## src/rtl/irq_sa_pkg.sv

```systemverilog
package irq_sa_pkg;
  typedef enum logic {
    SEL_STATUS = 1'b0,
    SEL_RESET  = 1'b1
  } reg_sel_e;
endpackage

```

## src/rtl/irq_cause_latch.sv

```systemverilog
module irq_cause_latch #(
  parameter int N_CAUSE = 8
) (
  input  logic               clk,
  input  logic               rst_n,
  input  logic [N_CAUSE-1:0] set_i,
  input  logic [N_CAUSE-1:0] clr_i,
  output logic [N_CAUSE-1:0] pend_o
);
  for (genvar g = 0; g < N_CAUSE; g++) begin : g_bit
    logic bit_q;
    always_ff @(posedge clk or negedge rst_n) begin
      if (!rst_n) bit_q <= 1'b0;
      else        bit_q <= set_i[g] | (bit_q & ~clr_i[g]);
    end
    assign pend_o[g] = bit_q;
  end
endmodule

```

## src/rtl/irq_bus_decode.sv

```systemverilog
module irq_bus_decode
  import irq_sa_pkg::*;
#(
  parameter int N_CAUSE = 8,
  parameter int LA_W    = 8,
  localparam int DW     = N_CAUSE + LA_W
) (
  input  logic               rd_i,
  input  logic               wr_i,
  input  logic               sel_i,
  input  logic [DW-1:0]      wdata_i,
  input  logic               iack_i,
  input  logic [N_CAUSE-1:0] pend_i,
  input  logic [LA_W-1:0]    laddr_i,
  output logic [N_CAUSE-1:0] clr_o,
  output logic [DW-1:0]      rdata_o
);
  logic sel_reset, rd_hit;

  always_comb begin
    sel_reset = (reg_sel_e'(sel_i) == SEL_RESET);
    rd_hit    = iack_i || (rd_i && !sel_reset);
    if (iack_i)                clr_o = '1;
    else if (wr_i && sel_reset) clr_o = wdata_i[DW-1:LA_W];
    else                       clr_o = '0;
    rdata_o = rd_hit ? {pend_i, laddr_i} : '0;
  end
endmodule

```

## src/rtl/irq_line_drv.sv

```systemverilog
module irq_line_drv #(
  parameter int N_CAUSE = 8
) (
  input  logic               clk,
  input  logic               rst_n,
  input  logic [N_CAUSE-1:0] pend_i,
  output logic               irq_o
);
  always_ff @(posedge clk or negedge rst_n) begin
    if (!rst_n) irq_o <= 1'b0;
    else        irq_o <= |pend_i;
  end
endmodule

```

## src/rtl/irq_status_ack.sv

```systemverilog
module irq_status_ack
  import irq_sa_pkg::*;
#(
  parameter int N_CAUSE = 8,
  parameter int LA_W    = 8,
  localparam int DW     = N_CAUSE + LA_W
) (
  input  logic               clk,
  input  logic               rst_n,
  input  logic [N_CAUSE-1:0] cause_i,
  input  logic [LA_W-1:0]    laddr_i,
  input  logic               bus_rd_i,
  input  logic               bus_wr_i,
  input  logic               bus_sel_i,
  input  logic [DW-1:0]      bus_wdata_i,
  input  logic               iack_i,
  output logic [DW-1:0]      bus_rdata_o,
  output logic               irq_o
);
  logic [N_CAUSE-1:0] pend, clr;

  irq_bus_decode #(.N_CAUSE(N_CAUSE), .LA_W(LA_W)) u_dec (
    .rd_i(bus_rd_i), .wr_i(bus_wr_i), .sel_i(bus_sel_i),
    .wdata_i(bus_wdata_i), .iack_i(iack_i), .pend_i(pend),
    .laddr_i(laddr_i), .clr_o(clr), .rdata_o(bus_rdata_o)
  );

  irq_cause_latch #(.N_CAUSE(N_CAUSE)) u_latch (
    .clk(clk), .rst_n(rst_n), .set_i(cause_i), .clr_i(clr), .pend_o(pend)
  );

  irq_line_drv #(.N_CAUSE(N_CAUSE)) u_irq (
    .clk(clk), .rst_n(rst_n), .pend_i(pend), .irq_o(irq_o)
  );

  AST_RD_ADDR: assert property (@(posedge clk) disable iff (!rst_n)
    (bus_rd_i && !bus_sel_i) |-> (bus_rdata_o[LA_W-1:0] == laddr_i));
  AST_PULSE_SETS: assert property (@(posedge clk) disable iff (!rst_n)
    (cause_i != '0) |=> ((pend & $past(cause_i)) == $past(cause_i)));
  AST_READ_NO_SIDE: assert property (@(posedge clk) disable iff (!rst_n)
    (bus_rd_i && !bus_wr_i && !iack_i && cause_i == '0) |=> $stable(pend));
  AST_IACK_CLEARS: assert property (@(posedge clk) disable iff (!rst_n)
    (iack_i && cause_i == '0) |=> (pend == '0));
  AST_W1C_MASK: assert property (@(posedge clk) disable iff (!rst_n)
    (bus_wr_i && bus_sel_i && !iack_i && cause_i == '0)
      |=> ((pend & $past(bus_wdata_i[DW-1:LA_W])) == '0));
  AST_IRQ_RISE: assert property (@(posedge clk) disable iff (!rst_n)
    (pend != '0) |=> irq_o);
  AST_IRQ_FALL: assert property (@(posedge clk) disable iff (!rst_n)
    (pend == '0) |=> !irq_o);
endmodule

```

## config.mk

```make
export PLATFORM = sky130hd
export DESIGN_NAME = irq_status_ack
export DESIGN_NICKNAME = d
export VERILOG_FILES = /design/src/rtl/irq_sa_pkg.sv /design/src/rtl/irq_cause_latch.sv /design/src/rtl/irq_bus_decode.sv /design/src/rtl/irq_line_drv.sv /design/src/rtl/irq_status_ack.sv
export SDC_FILE = /design/constraint.sdc
export NUM_CORES = 1
export LEC_CHECK = 0
export BUFFER_PORTS_ARGS = -buffer_cell sky130_fd_sc_hd__buf_2
export CAP_MARGIN = 40
export CORE_MARGIN = 1.5
export CORE_UTILIZATION = 38
export DETAILED_ROUTE_END_ITERATION = 7
export PLACE_DENSITY = 0.88
export SETUP_SLACK_MARGIN = 0.5
export SYNTH_ARGS = -nofsm -noshare
export SYNTH_HDL_FRONTEND = slang
export SYNTH_HIERARCHICAL = 1
export SYNTH_SLANG_ARGS = --single-unit
```

## constraint.sdc

```tcl
create_clock -name clk -period 1.15 [get_ports clk]
set_input_delay 0.115 -clock clk [delete_from_list [all_inputs] [get_ports clk]]
set_output_delay 0.115 -clock clk [all_outputs]
set_load 0.01 [all_outputs]
```

Word level (Yosys, flattened, before mapping)
Cells that the tools add are included.

storage, ports and cells
  register bits after elaboration = 9
  input port bits = 38

operators by class
  muxes and demuxes = 3
  bitwise logic cells = 24
  reductions and logical operators = 5

operators with widths
  kind               count
  $mux 16            1
  $mux 8             2
  $and 1x1->1        8
  $not 1->1          8
  $or 1x1->1         8
  $reduce_or 8->1    1
  $logic_and 1x1->1  2
  $logic_not 1->1    1
  $logic_or 1x1->1   1

Logic depth before layout (Yosys ltp)
  depth after elaboration = 6
  gate-level depth with buffers = 5
  depth with buffers taken out = 4

By module
The synthesis kept the hierarchy.

modules (own cells, without submodules)
  module           times used  cells each  area each (um^2)  sequential area each (um^2)
  irq_cause_latch  1           32          350.3             200.2
  irq_bus_decode   1           31          300.3             0.0
  irq_line_drv     1           4           41.3              25.0

Worst setup path after synthesis
OpenSTA, ideal clock, no wires.

  path kind = reg-to-reg
  start point = register u_latch.g_bit[5].bit_q
  end point = register u_irq.irq_o
  arrival time = 0.791 ns
  required time = 1.021 ns
  slack = 0.231 ns
  stages on the path, launching flop included = 4
  buffers on the path = 1
  clock period less this slack = 0.919 ns
  cells stage by stage = dfrtp_1 -> buf_4 -> nor4_1 -> nand2_1

between the ends
  cells in the longest elaborated chain, start to end = 1

RTL lines
  element                 line                   RTL
  start, declared         irq_cause_latch.sv:11  logic bit_q;
  start signal, assigned  irq_cause_latch.sv:14  else bit_q <= set_i[g] | (bit_q & ~clr_i[g]);
  $reduce_or 8->1         irq_line_drv.sv:11     else irq_o <= |pend_i;
  end signal, assigned    irq_line_drv.sv:11
  end, declared           irq_line_drv.sv:7      output logic irq_o

Every way passes these cells.

Worst setup path after layout
  start point = register u_latch.g_bit[1].bit_q
  end point = register u_irq.irq_o

between the ends
  cells in the longest elaborated chain, start to end = 1

RTL lines
  element                 line
  start, declared         irq_cause_latch.sv:11
  start signal, assigned  irq_cause_latch.sv:14
  $reduce_or 8->1         irq_line_drv.sv:11

Every way passes these cells.

==> metrics list <==
* Iteration-0 DRC Markers: 15
- Combinational cells account for 42.6% of the total power.
* Iteration count of the initial detailed-routing pass: 4
* Clock H-tree levels: 1
* DP Worst Slack: roughly 120 ps
* ANT cells: 0
- Clock Sinks: 9
- Final-stage net count: between 150 and 200
- Floorplan row count: 15
- Post-detail-place hpwl: ~1200 µm
* Worst hold path type: primary input to register
* Area share of the largest cell type after synthesis: around 33%
* Largest net degree at the start of global routing: 17
- In the routed design, unresolved DRC markers number 0.
- Count of yosys warnings during synthesis: 6
- For the finished layout, the period the worst path requires is 1175 ps.
- Starting density of the core: between 40 and 50%
- Routed length per placed instance: roughly 17 µm
* RSZ-0062 raised after global routing: true
* Startpoint type of the worst setup path: register
- Switching share of total power: between 30% and 40%
- In this run the standard cell core region covers between 1500 and 2000 µm².
- Summing all non-filler instances in the final layout gives an area of approximately 1200 µm².
- For this run, the total global-route usage over all layers was measured as a little under a fifth.
- The design draws 1.030 mW.
- Net switching power figure: ~0.31 mW
- Setup violations remaining at the end of the flow were counted as 2.
* Headroom to the max-slew limit: 71.80%
- Leading area contributor after synthesis: sky130_fd_sc_hd__dfrtp_1
* Horizontal die dimension: around 46 µm
* GRT Residual Overflow: 0
- End point of the worst hold path: u_latch/g_bit[1].bit_q$_DFF_PN0_
- The final-report hold violation count is 0.
- Number of vias in the routed layout: around 700
- TritonCTS built the clock tree.
- In the final layout, the share of cells above drive strength 1 is approximately 69%.
* Worst-margin pin slew: around 420 ps
- Summing the sequential cell areas from Yosys gives 32.55% of the chip area.
* Hold Path Origin: cause_i[1]
- Counting along the longest clock path gives a buffer depth of 2.
- Most common cell after layout, fill and taps aside: sky130_fd_sc_hd__buf_2
- Number of placed I/O pins: 55
- Hold path depth: 2
- Number of nets produced by synthesis: around 110
* Die Area: between 2000 and 2500 µm²
* Reg2Reg Depth: 3
- Synthesis produced a netlist whose cell count is 67.
* Fraction of power consumed by sequential logic: 34.4%
* Residual antenna-violating net count after detailed routing: 0
- Across all setup checks in the final design, the least slack found is -24.99 ps.
- At the later pin of the worst-skew pair, clock insertion delay measures ~260 ps.
- Die span in y: 45.67 µm
- Initial antenna violation count: 0
* Number of fillers in the final layout: 109
* Placed Area: a little over 900 µm²
- Total routed wirelength: 2501 µm
- Yosys mapped the design onto 13 distinct sky130hd cell types.
- Input and output buffers added on the ports amount to 46.
- Cell area after synthesis: ~690 µm²
- The total count of max-transition violations in the final report is 0.
* Critical R2R Capture: u_irq/irq_o$_DFF_PN0_
* Peak supply drop: between 600 and 700 µV
- Fmax: 851.1 MHz
- For this design the ratio of total power to cell area is 830.5 nW/µm².
- Across the run, the number of max-cap violations was 0.
- Critical path data required time: roughly 1300 ps
- The critical path in this run is classified as register to register.
* Post-route clock skew: between 3 and 4 ps
- The congestion estimate from routability-driven global placement came to 0.6772.
- Average cell area after synthesis: approximately 10 µm²
- In this run the clock root is driven by a sky130_fd_sc_hd__clkbuf_4.
- Worst setup slack for register-to-register paths: -20 ps
* Violations in the final reports: setup timing
- In this run, synthesis produced a sequential element count of 9.
- The via count of the first global-routing pass came to about 640.
- In this run, the clock network consumes between 20% and 30% of the power.
* Layout Area Growth over Synthesis: 79.20%
- Ratio of final minimum period to clock period: 102.2%
* Sequential cell area: around 230 µm²
- The first global-routing pass estimated ~2800 µm of wire.
* R2r startpoint: u_latch/g_bit[1].bit_q$_DFF_PN0_
- Pint: 0.7172 mW
* Number of CTS-inserted buffers: 3
* Final setup TNS: -47.75 ps
- Area of the multi-input gates: about 430 µm²
- For the worst setup path, the data arrival time is between 1000 and 1500 ps.
- Avg Vias per Cell: ~4.8
- In the post-synthesis netlist, the biggest area contributors are sky130_fd_sc_hd__dfrtp_1 (33%), sky130_fd_sc_hd__a21o_1 (17%), sky130_fd_sc_hd__a21boi_2 (16%).
- After clock tree synthesis, the clock-pin slew on the worst setup and hold paths is roughly 60 ps.
* Outcome: finished with violations
- In the layout the commonest cells are sky130_fd_sc_hd__buf_2 (37), sky130_fd_sc_hd__a21o_1 (16), sky130_fd_sc_hd__buf_6 (15), sky130_fd_sc_hd__a21boi_4 (11), sky130_fd_sc_hd__dfrtp_1 (9).
* Crit. End Element: register
- Leakage power of the design: 0.7075 nW
- Along the worst path, the maximum fanout reaches 2.
-- registers in the layout (all words and copies together) (netlist names) --
register / flops
u_irq/irq_o: 1
u_latch/g_bit.bit_q: 8
-- metrics by stage --
step	cells	hold WS, ps	utilization, %
2_1_floorplan	67	-180.6	-
3_3_place_gp	126	-30.99	53.77
3_5_place_dp	126	-29.75	53.77
4_1_cts	143	27.99	66.23
5_1_grt	145	14.83	71.81
6_report	145	39.02	71.81
-- what timing repair did --
item	CTS	global route
pin swaps	11	6
endpoints found under the hold margin	9	0
gates cloned	1	0
gates resized for setup	14	13
setup buffers	11	2
hold buffers	1	0
setup endpoints to repair	26	26
-- layout make-up --
type	count	area share [%]
timing repair buffer	61	38.45
clock buffer	3	1.816
clock inverter	1	0.4036
sequential	9	18.16
tap	25	2.523
inverter	9	3.734
multi-input combinational	37	34.91
-- worst max-delay path, stage by stage, from the launching register on --
cell	delay (ps)
sky130_fd_sc_hd__dfrtp_1	400
sky130_fd_sc_hd__buf_6	120
sky130_fd_sc_hd__nor4_1	410
sky130_fd_sc_hd__nand2_1	110
-- cells by family (layout without fill, tap and decap cells) --
kind of cell	Yosys count	count (layout)	share of synthesized area [%]
AO/OA/AOI/OAI	32	32	40.15
buffers and inverters	21	74	22.06
flip-flops	9	9	32.55
AND/OR/NAND/NOR	5	5	5.243
-- synth_stat cells --
cell type,n
sky130_fd_sc_hd__nand2b_4,1
sky130_fd_sc_hd__nand2_1,1
sky130_fd_sc_hd__buf_12,1
sky130_fd_sc_hd__and2_1,1
sky130_fd_sc_hd__a21o_1,16
sky130_fd_sc_hd__dfrtp_1,9
sky130_fd_sc_hd__buf_4,8
sky130_fd_sc_hd__inv_6,1
sky130_fd_sc_hd__inv_1,8
sky130_fd_sc_hd__a21boi_0,6
sky130_fd_sc_hd__a21boi_2,10
sky130_fd_sc_hd__nor4_1,2
sky130_fd_sc_hd__buf_6,3
-- routing by layer --
metal  vias to the layer above  wire [µm]  GRT usage [%]
li1                        330          -              -
met1                       337       1015          20.15
met2                        27       1365          36.62
met3                         4         81          2.381
met4                         0         39          8.824
met5                         -          0              0
-- power groups by stage --
stage | registers, mW | clock network [mW] | logic (mW)
floorplan | 0.355 | 0 | 0.243
global placement | 0.360 | 0 | 0.271
detailed placement | 0.362 | 0 | 0.281
CTS | 0.350 | 0.242 | 0.370
global route | 0.356 | 0.266 | 0.461
finish | 0.354 | 0.237 | 0.438
-- how the worst max path moves through the flow --
stage / endpoint / cells past startpoint / slack, ps / startpoint
2_1_floorplan: u_irq/irq_o$_DFF_PN0_ / 3 / 230 / u_latch/g_bit[5].bit_q$_DFF_PN0_
3_3_place_gp: bus_rdata_o[15] / 4 / 170 / bus_sel_i
3_5_place_dp: bus_rdata_o[2] / 4 / 120 / bus_sel_i
4_1_cts: bus_rdata_o[13] / 2 / 110 / u_latch/g_bit[5].bit_q$_DFF_PN0_
5_1_grt: bus_rdata_o[1] / 6 / -30 / bus_sel_i
6_report: u_irq/irq_o$_DFF_PN0_ / 3 / -20 / u_latch/g_bit[1].bit_q$_DFF_PN0_
(Power assumes the default switching activity.)
